### src/rtl/expiry_timer_pkg.sv
package expiry_timer_pkg;
   typedef enum logic {
      TMODE_ONCE   = 1'b0,
      TMODE_REPEAT = 1'b1
   } tmode_e;
endpackage

### src/rtl/expiry_timer_prescale.sv
module expiry_timer_prescale #(
   parameter int TICK_CYCLES = 10_000_000
) (
   input  logic clk,
   input  logic rst_n,
   input  logic clr,
   input  logic en,
   output logic tick
);
   localparam int PW = (TICK_CYCLES > 2) ? $clog2(TICK_CYCLES) : 1;
   localparam logic [PW-1:0] LAST = PW'(TICK_CYCLES - 1);

   if (TICK_CYCLES < 2) begin : g_bad_tick
      $error("TICK_CYCLES must be at least 2");
   end

   logic [PW-1:0] pre_q;

   assign tick = en && !clr && (pre_q == LAST);

   always_ff @(posedge clk or negedge rst_n) begin
      if (!rst_n)             pre_q <= '0;
      else if (clr || !en)    pre_q <= '0;
      else if (pre_q == LAST) pre_q <= '0;
      else                    pre_q <= pre_q + 1'b1;
   end

   // ticks are always separated by the full prescale period
   a_r9_tick_spacing: assert property (@(posedge clk) disable iff (!rst_n)
      tick |=> !tick);
   a_r9_clr_restarts: assert property (@(posedge clk) disable iff (!rst_n)
      clr |=> !tick);
endmodule

### src/rtl/expiry_timer_down.sv
module expiry_timer_down #(
   parameter int COUNT_W = 7
) (
   input  logic               clk,
   input  logic               rst_n,
   input  logic               halt,
   input  logic               launch,
   input  logic               tick,
   input  logic               repeat_en,
   input  logic [COUNT_W-1:0] load_val,
   output logic               running,
   output logic [COUNT_W-1:0] remain,
   output logic               expire
);
   localparam logic [COUNT_W-1:0] ONE = COUNT_W'(1);

   logic run_q, exp_q;
   logic [COUNT_W-1:0] cur_q;

   always_ff @(posedge clk or negedge rst_n) begin
      if (!rst_n) begin
         run_q <= 1'b0;
         cur_q <= '0;
         exp_q <= 1'b0;
      end else begin
         exp_q <= 1'b0;
         if (halt) begin
            run_q <= 1'b0;
            cur_q <= '0;
         end else if (launch) begin
            run_q <= 1'b1;
            cur_q <= load_val;
         end else if (run_q && tick) begin
            if (cur_q == ONE) begin
               exp_q <= 1'b1;
               if (repeat_en) cur_q <= load_val;
               else begin
                  run_q <= 1'b0;
                  cur_q <= '0;
               end
            end else begin
               cur_q <= cur_q - ONE;
            end
         end
      end
   end

   assign running = run_q;
   assign remain  = cur_q;
   assign expire  = exp_q;

   // one decrement per tick
   a_r2_step: assert property (@(posedge clk) disable iff (!rst_n)
      (run_q && tick && cur_q > ONE && !halt && !launch) |=> (cur_q == $past(cur_q) - ONE));
   // single mode stops at expiry
   a_r3_single_stop: assert property (@(posedge clk) disable iff (!rst_n)
      (run_q && tick && cur_q == ONE && !repeat_en && !halt && !launch) |=> (!run_q && cur_q == '0 && exp_q));
   // periodic mode reloads at expiry
   a_r4_reload: assert property (@(posedge clk) disable iff (!rst_n)
      (run_q && tick && cur_q == ONE && repeat_en && !halt && !launch) |=> (run_q && exp_q && cur_q == $past(load_val)));
endmodule

### src/rtl/expiry_timer.sv
module expiry_timer
   import expiry_timer_pkg::*;
#(
   parameter int COUNT_W     = 7,
   parameter int TICK_CYCLES = 10_000_000
) (
   input  logic               clk,
   input  logic               rst_n,
   input  logic               cfg_wr,
   input  logic [COUNT_W:0]   cfg_data,
   input  logic               start,
   output logic [COUNT_W-1:0] cnt_rd,
   output logic               expire
);
   if (COUNT_W < 1) begin : g_bad_width
      $error("COUNT_W must be at least 1");
   end

   logic [COUNT_W-1:0] cfg_cnt_q;
   tmode_e             cfg_mode_q;
   logic               launch, tick, running;

   always_ff @(posedge clk or negedge rst_n) begin
      if (!rst_n) begin
         cfg_cnt_q  <= '0;
         cfg_mode_q <= TMODE_ONCE;
      end else if (cfg_wr) begin
         cfg_cnt_q  <= cfg_data[COUNT_W-1:0];
         cfg_mode_q <= tmode_e'(cfg_data[COUNT_W]);
      end
   end

   assign launch = start && !cfg_wr && (cfg_cnt_q != '0);

   expiry_timer_prescale #(.TICK_CYCLES(TICK_CYCLES)) u_pre (
      .clk   (clk),
      .rst_n (rst_n),
      .clr   (launch),
      .en    (running),
      .tick  (tick)
   );

   expiry_timer_down #(.COUNT_W(COUNT_W)) u_down (
      .clk       (clk),
      .rst_n     (rst_n),
      .halt      (cfg_wr),
      .launch    (launch),
      .tick      (tick),
      .repeat_en (cfg_mode_q == TMODE_REPEAT),
      .load_val  (cfg_cnt_q),
      .running   (running),
      .remain    (cnt_rd),
      .expire    (expire)
   );

   // expiry pulse lasts one cycle
   a_r5_one_cycle: assert property (@(posedge clk) disable iff (!rst_n)
      expire |=> !expire);
   // a write halts the timer
   a_r6_write_halts: assert property (@(posedge clk) disable iff (!rst_n)
      cfg_wr |=> (cnt_rd == '0 && !expire));
   // zero count is never launched
   a_r7_zero_ignored: assert property (@(posedge clk) disable iff (!rst_n)
      (start && !running && cfg_cnt_q == '0) |=> (cnt_rd == '0 && !expire));
   // a launch presents the programmed count
   a_r2_launch_load: assert property (@(posedge clk) disable iff (!rst_n)
      (start && !cfg_wr && cfg_cnt_q != '0) |=> (cnt_rd == $past(cfg_cnt_q)));
endmodule

### config.mk
export PLATFORM = sky130hd
export DESIGN_NAME = expiry_timer
export DESIGN_NICKNAME = d
export VERILOG_FILES = /design/src/rtl/expiry_timer_pkg.sv /design/src/rtl/expiry_timer_prescale.sv /design/src/rtl/expiry_timer_down.sv /design/src/rtl/expiry_timer.sv
export SDC_FILE = /design/constraint.sdc
export NUM_CORES = 1
export LEC_CHECK = 0
export BUFFER_PORTS_ARGS = -buffer_cell sky130_fd_sc_hd__buf_4
export CORE_ASPECT_RATIO = 1.1
export CORE_UTILIZATION = 35
export CTS_BUF_LIST = sky130_fd_sc_hd__clkbuf_8
export DETAILED_ROUTE_END_ITERATION = 6
export PLACE_DENSITY = 0.5
export SETUP_SLACK_MARGIN = 0.15
export SLEW_MARGIN = 5
export SYNTH_ARGS = -nofsm -noshare
export SYNTH_HDL_FRONTEND = slang
export SYNTH_SLANG_ARGS = --single-unit
### constraint.sdc
create_clock -name clk -period 5.35 [get_ports clk]
set_clock_uncertainty 0.1 [all_clocks]
set_input_delay 0.535 -clock clk [delete_from_list [all_inputs] [get_ports clk]]
set_output_delay 0.535 -clock clk [all_outputs]
set_load 0.01 [all_outputs]
==> key figures <==
Cells and area
  • Layout area overhead: 13.87%
  • N_diodes: 0
  • NumNets Final: 245
  • Non-Filler Instances: 308
  • Layout cells sized above 1: 0.1732
  • # fillers: 575

Timing
  • RSZ-0062 raised after global routing: false
  • Setup TNS: 0 ps
  • Hold slack: 111.3 ps
  • Worst-Margin Slew: 884.9 ps
  • Fin. Hold Viols: 0
  • Setup violators final: 0
  • Min Clock Period, post-route: 2588 ps
  • Max Slew Vio Count: 0
  • Fmax: 386.5 MHz
  • Final worst-path cycle share: 0.4837
  • Slew headroom: 0.4084

Setup path
  • CP startpoint: cfg_cnt_q[2]$_DFFE_PN0P_
  • CP required: 5450 ps
  • CP Class: flop to flop
  • Crit-path cells: or4_4, o41ai_4, nand3_1, nor2_1
  • Cells on worst reg2reg path: 4
  • Crit path buf inv count: 0
  • CP top delay family: simple AND/OR/NAND/NOR gates
  • WP data arrival: 2690 ps
  • Worst path slowest cell: nand3_1
  • Stages on worst setup path: 4
  • Reg2reg start: cfg_cnt_q[2]$_DFFE_PN0P_
  • Critical Path Start Type: flop
  • Crit end category: flop
  • CP max FO: 23
  • Worst stage delay on the critical path: 740 ps

Logic synthesis
  • Synth warn: 0
  • Post-Syn Area: 0.002138 mm2
  • Synth unique cells: 39
  • Post-synthesis sequential area ratio: 0.4798
  • Syn Nets: 225
  • Simple-Gate Fraction of Synth Area: 0.2458
  • Ys flop type: dfrtp_1
  • Main combinational cell family by area after synthesis: simple AND/OR/NAND/NOR gates
  • Share of the synthesized area in the top cell type: 0.4798
  • Top cells by area, synth: dfrtp_1 (48%), xor2_1 (7.4%), nor2_1 (5.8%)
  • Mux share of post-synthesis cell area: 0.04213
  • Post-synth EDFFs: 0
  • Most frequent cell after synthesis: dfrtp_1
  • Avg Inst Size Synth: 10.18 um2
  • Ys async rst share: 1.000
  • Mapped Cells: 210
  • Post-synthesis adder-cell area fraction: 0.01755
  • Post-synthesis xor/xnor area fraction: 0.1024
  • Synth top cells by count: dfrtp_1 (41), nor2_1 (33), xor2_1 (18)
  • Cell taking the most area after synthesis: dfrtp_1
  • Register bit total from synthesis: 41
  • Compound-Gate Fraction of Synth Area: 0.09479

Worst hold path
  • Hold WC Path Type: input port to asynchronous set/reset pin

Die
  • Die ar.: 0.006427 mm2
  • Std-Cell Rows: 29
  • Horiz. Die Dim: 76.53 um
  • Initial Util: 0.3660
  • Core ar.: 0.005842 mm2
  • Io pins: 20
  • Chip height: 83.98 um

Clocking
  • Clock transition at the registers of the reported paths: 70 ps
  • CTS buffer count: 5
  • Clock Latency Late Sink: 300 ps
  • Root Driver: clkbuf_8
  • # hold bufs at CTS: 0
  • Postcts setup bufs: 0
  • CTS tree: built
  • H-tree level count: 2
  • Clock sinks: 41
  • Post_cts resized: 0
  • Clock buffer depth: 2

Flow run
  • Max-Cap Viols: 0

Power and ir drop
  • Worst vdd ir: 0.0001193 V
  • Seq pwr share: 0.557
  • Internal: 445.2 uW
  • Leakage power: 0.001019 uW
  • PwrDens: 249.5 mW/mm2
  • Switch Pwr: 162.4 uW
  • Power share of the clock group: 0.313
  • Combinational share of power: 0.129
  • Switching Share: 0.2673

Placed design
  • Routability cong.: 0.7595
  • Placed cell count: 300
  • Port Buffers: 19
  • HPWL Detailed: 3197 um

Route
  • DRT Wirelength: 4604 um
  • WL per Instance: 14.95 um
  • DR iter-0 viols: 59
  • DRT Pass-1 Iters: 4
  • DRC: 0
  • Vias post-DR: 1,625
  • Avg Vias per Cell: 5.276
  • Antenna viol nets, final: 0

Global routing
  • Pin count of the biggest net entering global routing: 42
  • First-pass GRT wire length: 8004 um
  • Vias in the first global route: 1,656
  • GR Overflow Total: 0
  • GRT Util Overall: 0.1594
  • Antenna violations before repair: 0

Run status
  • Status: finished, final reports clean
-- logic make-up after synthesis --
| kind of cell | after synthesis |
|---|---|
| multiplexers | 8 |
| buffers and inverters | 10 |
| adder cells (fa/ha/maj) | 3 |
| XOR/XNOR | 25 |
| flip-flops | 41 |
| AO/OA/AOI/OAI | 23 |
| AND/OR/NAND/NOR | 100 |
-- per-stage QoR --
stage                     setup WS, ps  total power, uW  cell area, um2    util
after CTS                         2724            616.8            2435  0.4168
after floorplan                   3262            391.8            2138       -
after global placement            2717            425.1            2355  0.4031
after global routing              2530            640.8            2435  0.4168
after detailed placement          2747            424.9            2355  0.4031
final                             2762            607.5            2435  0.4168
-- layout make-up --
| cell class | instances | area [um2] | area share |
|---|---|---|---|
| Multi-Input combinational cell | 159 | 1075 | 0.4414 |
| Sequential cell | 41 | 1026 | 0.4214 |
| Timing Repair Buffer | 19 | 142.6 | 0.05858 |
| Tap cell | 77 | 96.34 | 0.03957 |
| Clock buffer | 5 | 68.82 | 0.02826 |
| Inverter | 4 | 15.01 | 0.006166 |
| Clock inverter | 3 | 11.26 | 0.004625 |
-- placed cells by master, fill, tap and decap left out, types with 2 or more instances in the layout --
cell type / count
a211oi_1: 4
a21oi_1: 3
a221oi_1: 4
and2_1: 3
and3_1: 7
buf_4: 19
clkbuf_8: 5
dfrtp_1: 41
ha_1: 3
inv_1: 7
mux2_2: 8
nand2_1: 8
nand3_1: 14
nand4_1: 9
nor2_1: 33
nor2b_1: 2
nor3_1: 9
nor3b_1: 2
nor4b_1: 3
o21ai_0: 3
o21ai_1: 2
xnor2_1: 7
xor2_1: 18
-- path summary, 6_finish.rpt --
kind | endpoint | slack [ps]
setup / recovery | u_pre.pre_q[0]$_DFF_PN0_ | 2760
hold / removal | u_pre.pre_q[1]$_DFF_PN0_ | 110
setup reg to reg | u_pre.pre_q[0]$_DFF_PN0_ | 2760
hold reg to reg | u_pre.pre_q[0]$_DFF_PN0_ | 410
max in group asynchronous | u_pre.pre_q[15]$_DFF_PN0_ | 4670
min in group clk | cfg_cnt_q[5]$_DFFE_PN0P_ | 370
-- per-layer routing --
layer,wire length [um],global-route usage,vias to the layer above
met5,0,0,-
met4,71,0.05594,0
met3,202,0.03825,8
met2,2211,0.2596,31
met1,2119,0.2058,798
li1,-,-,788
-- registers in the layout, summed over array words and instances (netlist names) --
register / flops
cfg_cnt_q: 7
u_down.expire: 1
u_down.remain: 7
u_pre.pre_q: 24
u_down.running: 1
cfg_mode_q: 1
-- power by group through the flow --
stage	Combinational, uW	Clock [uW]	Sequential, uW
floorplan	49.9	0	342
global placement	80.1	0	345
detailed placement	79.9	0	345
CTS	80.2	198	339
global route	90.2	210	341
finish	78.6	190	339
(Power assumes the default switching activity.)
